--- src/rtl/irq_hold_buf.sv ---
module irq_hold_buf #(
  parameter int NSRC = 4
) (
  input  logic            clk,
  input  logic            rst_n,
  input  logic [NSRC-1:0] req_pulse,
  input  logic [NSRC-1:0] sw_clr,
  input  logic [NSRC-1:0] dma_ack,
  input  logic [NSRC-1:0] src_en,
  output logic [NSRC-1:0] flag,
  output logic [NSRC-1:0] pend
);

  logic [NSRC-1:0] clr, held, flag_live, flag_d, pend_d;

  assign clr       = sw_clr | dma_ack;
  assign held      = pend & src_en;
  assign flag_live = flag & ~clr;

  // While the flag survives, new pulses pile into the hold slot.
  // Once it drops, the held entry wins the flag and a fresh pulse takes its place.
  assign flag_d = flag_live | held | req_pulse;
  assign pend_d = flag_live ? ((held | req_pulse) & src_en)
                            : (held & req_pulse & src_en);

  always_ff @(posedge clk or negedge rst_n) begin
    if (!rst_n) begin
      flag <= '0;
      pend <= '0;
    end else begin
      flag <= flag_d;
      pend <= pend_d;
    end
  end

  for (genvar i = 0; i < NSRC; i++) begin : g_chk
    a_r12_pend_needs_flag: assert property (@(posedge clk) disable iff (!rst_n)
      pend[i] |-> flag[i]);

    a_r2_set_from_idle: assert property (@(posedge clk) disable iff (!rst_n)
      (!flag[i] && req_pulse[i]) |=> (flag[i] && !pend[i]));

    a_r3_retain_busy: assert property (@(posedge clk) disable iff (!rst_n)
      (flag[i] && !sw_clr[i] && !dma_ack[i] && req_pulse[i] && src_en[i])
      |=> (flag[i] && pend[i]));

    a_r4_merge_keeps_one: assert property (@(posedge clk) disable iff (!rst_n)
      (pend[i] && !sw_clr[i] && !dma_ack[i] && src_en[i]) |=> (flag[i] && pend[i]));

    a_r5_reissue_on_clear: assert property (@(posedge clk) disable iff (!rst_n)
      (pend[i] && (sw_clr[i] || dma_ack[i]) && src_en[i] && !req_pulse[i])
      |=> (flag[i] && !pend[i]));

    a_r6_clear_to_idle: assert property (@(posedge clk) disable iff (!rst_n)
      (!pend[i] && (sw_clr[i] || dma_ack[i]) && !req_pulse[i]) |=> !flag[i]);

    a_r9_clear_pulse_held: assert property (@(posedge clk) disable iff (!rst_n)
      (pend[i] && (sw_clr[i] || dma_ack[i]) && src_en[i] && req_pulse[i])
      |=> (flag[i] && pend[i]));

    a_r10_disable_flushes: assert property (@(posedge clk) disable iff (!rst_n)
      !src_en[i] |=> !pend[i]);
  end

endmodule

--- config.mk ---
export PLATFORM = sky130hd
export DESIGN_NAME = irq_hold_buf
export DESIGN_NICKNAME = d
export VERILOG_FILES = /design/src/rtl/irq_hold_buf.sv
export SDC_FILE = /design/constraint.sdc
export NUM_CORES = 1
export LEC_CHECK = 0
export CAP_MARGIN = 20
export CELL_PAD_IN_SITES_DETAIL_PLACEMENT = 0
export CELL_PAD_IN_SITES_GLOBAL_PLACEMENT = 1
export CORE_MARGIN = 4
export CORE_UTILIZATION = 22
export DETAILED_ROUTE_END_ITERATION = 8
export PLACE_DENSITY_LB_ADDON = 0.3
export SETUP_SLACK_MARGIN = 0.3
export SLEW_MARGIN = 20
export SYNTH_ARGS = -nofsm -noshare
export SYNTH_HDL_FRONTEND = slang
export SYNTH_SLANG_ARGS = --single-unit
--- constraint.sdc ---
create_clock -name clk -period 1.9 [get_ports clk]
set_input_delay 0.38 -clock clk [delete_from_list [all_inputs] [get_ports clk]]
set_output_delay 0.38 -clock clk [all_outputs]
set_load 0.1 [all_outputs]
======== Yosys cells after proc, flatten, opt, wreduce, memory -nomap -nowiden ========
Index checks and enable logic that the tools add are counted.
word-level totals
  bits in registers ....................... 8
  input bits .............................. 18
  output and inout bits ................... 8
  word-level logic and storage cells ...... 14
cells by class
  mux-type cells .......................... 1
  bitwise logic cells ..................... 10
  reduce and logical (&&, ||, !) cells .... 1
operator list
  operator            count
  $and A4 B4 Y4       5
  $or A4 B4 Y4        4
  $mux W4             1
  $not A4 Y4          1
  $reduce_bool A4 Y1  1

======== Longest topological paths before layout ========
  depth in word-level cells ............... 5
  mapped depth ............................ 5
  depth with buffers taken out ............ 4

======== Least setup slack after synthesis ========
Ideal clock, no wire load.
  kind .................................... flip-flop to flip-flop
  start point ............................. register flag[3]
  end point ............................... register pend[2]
  library setup time ...................... 0.125 ns
  arrival ................................. 1.855 ns
  required time ........................... 1.775 ns
  slack ................................... -0.080 ns
  cell stages (with the launch flop) ...... 6
  path buffers ............................ 1
  period minus slack after synthesis ...... 1.980 ns
  path through ............................ dfrtp_1 -> nor3b_1 -> or4_1 -> buf_2 -> o21ai_1 -> a21boi_1
on the way
  cells in the longest elaborated chain, start to end .. 3
ends and longest elaborated chain
  item                    RTL line  source
  start, declared         10        output logic [NSRC-1:0] flag,
  start signal, assigned  31        flag <= flag_d;
  $and A4 B4 Y4           18        assign flag_live = flag & ~clr;
  $reduce_bool A4 Y1      23        assign pend_d = flag_live ? ((held | req_pulse) & src_en)
  $mux W4                 23
  named net pend_d[2]     14        logic [NSRC-1:0] clr, held, flag_live, flag_d, pend_d;
  end signal, assigned    32        pend <= pend_d;
  end, declared           11        output logic [NSRC-1:0] pend
The timed path passes the listed nets, and every way through them passes these cells.

======== Worst setup path after layout ========
  start point ............................. register flag[3]
  end point ............................... register pend[1]
The elaborated chain is that of the path after synthesis.

==> impl_metrics.py <==
metrics = {
    "synth": {
        "async_reset_ff_frac": 1.00,
        "synth_cell_type_count": 11,
        "synth_area_sq_um": 353,
        "synth_top_area_share": 0.567,
        "yosysSeqAreaShare": 0.567,
        "avgSynthCellArea_sq_um": 11.8,
        "synth_largest_area_cell": "dfrtp_1",
        "syn_inst": 30,
        "synthTopCellsByArea": "dfrtp_1 (57%), a211o_1 (9.9%), nor3b_1 (8.5%), o211ai_2 (7.1%), a21boi_1 (4.3%)",
        "synth_edf_count": 0,
        "synth_warnings": 0,
        "yosys_register_bits": 8,
        "syn_nets": 48,
        "synth_commonest_cells": "dfrtp_1 (8), a211o_1 (4), nand2_1 (4), nor3b_1 (4)",
        "ys.flop_type": "dfrtp_1",
        "synth.most_common_cell": "dfrtp_1",
    },
    "grt": {
        "antenna_found_initial": 0,
        "grtUsageTotal": 0.0927,
        "gr-total-overflow": 0,
        "grt_max_degree": 9,
        "grt_first_pass_wirelength_um": 1400,
        "grt_pass1_vias": 340,
    },
    "die": {
        "die-area_sq_mm": 0.00231,
        "initial_core_util": 0.234,
        "pin_count": 26,
        "core_area_sq_mm": 0.00151,
        "die_w_um": 48.0,
        "die_h_um": 48.0,
        "core.rowCount": 14,
    },
    "clocking": {
        "cts_tree": "built",
        "htreeDepth": 1,
        "clock_latency_ns": 0.25,
        "post-cts-setup-buffers": 0,
        "numCtsBuffers": 3,
        "cts_hold_buffers": 0,
        "cts.sinks": 8,
        "path_clk_slew_ns": 0.06,
        "root_buffer": "clkbuf_4",
        "cts_buffer_depth": 2,
    },
    "setup_path": {
        "timing.rr.end": "pend[1]",
        "crit_type": "reg -> reg",
        "r2r_slack_ns": 0.30,
        "arrival_ns": 1.73,
        "cp-start-kind": "flip-flop",
        "r2r_start": "flag[3]",
        "startpoint": "flag[3]",
        "path_max_fanout": 7,
        "r2r_cells": 4,
        "worstPathRequired_ns": 2.03,
        "endpoint_kind": "flip-flop",
    },
    "timing": {
        "hold_viol_final": 0,
        "tns_ns": 0,
        "setup_viol": 0,
        "layout_min_cycle_time_ns": 1.60,
        "tightest_slew_ns": 0.384,
        "drv_slew": 0,
        "rsz0062_at_grt": "true",
        "fmax_mhz": 626,
        "finalCritPeriodShare": 0.840,
        "clock_skew_ns": 0.00964,
        "slew-limit-headroom": 0.743,
    },
    "detailed_routing": {
        "top_layer": "met3",
        "routed-wl-met2_um": 484,
        "vias": 348,
        "antenna_left": 0,
        "viasPerCell": 4.70,
        "drt-pass1-iter-count": 4,
        "wirelength_um": 958,
        "drt_iter0_drc": 3,
        "met3_length_um": 118,
        "drc": 0,
        "met1Wirelength_um": 356,
        "wl_per_cell_um": 12.9,
    },
    "pwr": {
        "powerDensity_mw_per_mm2": 801,
        "ir_drop_uv": 410,
        "p_leak_nw": 0.327,
        "fin_total_pwr_uw": 588,
    },
    "hold_path": {
        "holdCritPathClass": "in -> async",
    },
    "final_layout": {
        "areaGrowthSynthToFinish_pct": 108,
        "diodes": 0,
        "postLayoutCellArea_sq_um": 733,
        "final_nets": 78,
        "drive_gt1_frac": 0.345,
    },
    "place": {
        "place.gp.congestion": 0.664,
        "port_buffers": 25,
        "dpl_cell_area_sq_um": 691,
        "place_hpwl_um": 801,
    },
    "outcome": {
        "status": "finished, final reports clean",
    },
    "run": {
        "drv_cap": 0,
    },
}
-- cell families (layout without fill, tap and decap cells) --
logic type      count (synthesis)  in the layout  share of synthesized area
simple gates                   11             11                      0.177
compound gates                 10             10                      0.241
flops                           8              8                      0.567
buf+inv                         1             29                     0.0142
-- power breakdown --
| part | internal (mW) | leakage, nW | total (mW) | switching, mW |
|---|---|---|---|---|
| combinational | 0.100 | 0.219 | 0.251 | 0.150 |
| sequential | 0.189 | 0.0941 | 0.206 | 0.0171 |
| clock | 0.0724 | 0.0138 | 0.131 | 0.0587 |
-- layout make-up --
cell class	instances	area [sq um]
multi-input cells	21	163
fillers	147	773
clock buffers	3	22.5
repair buffers	26	318
flip-flops and latches	8	210
well taps	16	20.0
-- per-layer routing --
| metal | vias up | global-route usage |
|---|---|---|
| met5 | - | 0 |
| met1 | 160 | 0.0921 |
| met2 | 15 | 0.166 |
| met3 | 0 | 0.0564 |
| met4 | 0 | 0.0161 |
| li1 | 173 | - |
-- critical path, cell delays in order (launching register included) --
cell      delay (ns)
dfrtp_4         0.48
nor3b_1         0.15
or4_4           0.59
o211ai_2        0.18
nand2_1         0.07
-- state kept, by name (all words and copies together), names as in the netlist --
signal / cells
flag: 4
pend: 4
-- what timing repair did --
action / in CTS / in global routing
cloned: 0 / 0
pin swaps: 0 / 1
endpoints found under the setup margin: 4 / 3
resized for setup: 1 / 4
-- through the flow --
| step | cells | util | hold WS [ns] | setup WS (ns) |
|---|---|---|---|---|
| detailed placement | 71 | 0.458 | 0.581 | -0.0611 |
| floorplan | 30 | - | 0.0844 | 0.140 |
| CTS | 74 | 0.476 | 0.419 | 0.321 |
| global route | 74 | 0.487 | 0.444 | 0.271 |
| global placement | 71 | 0.458 | 0.589 | -0.0285 |
| finish | 74 | 0.487 | 0.409 | 0.304 |
-- worst max path at each step --
| stage | slack [ns] | to | depth (start not counted) |
|---|---|---|---|
| finish | 0.30 | pend[1] | 4 |
| detailed placement | -0.06 | pend[0] | 5 |
| CTS | 0.32 | pend[0] | 4 |
| floorplan | 0.14 | pend[2] | 5 |
| global placement | -0.03 | pend[0] | 5 |
| global route | 0.27 | pend[0] | 4 |
-- cell usage in the layout (no fill, tap or decap), types with 3 or more instances in the layout --
cell type,n
buf_4,3
clkbuf_4,3
nand2_1,4
clkdlybuf4s50_1,15
dfrtp_1,4
a211o_1,4
buf_12,6
nor3b_1,3
No activity file was read; power rests on OpenSTA's default activity.
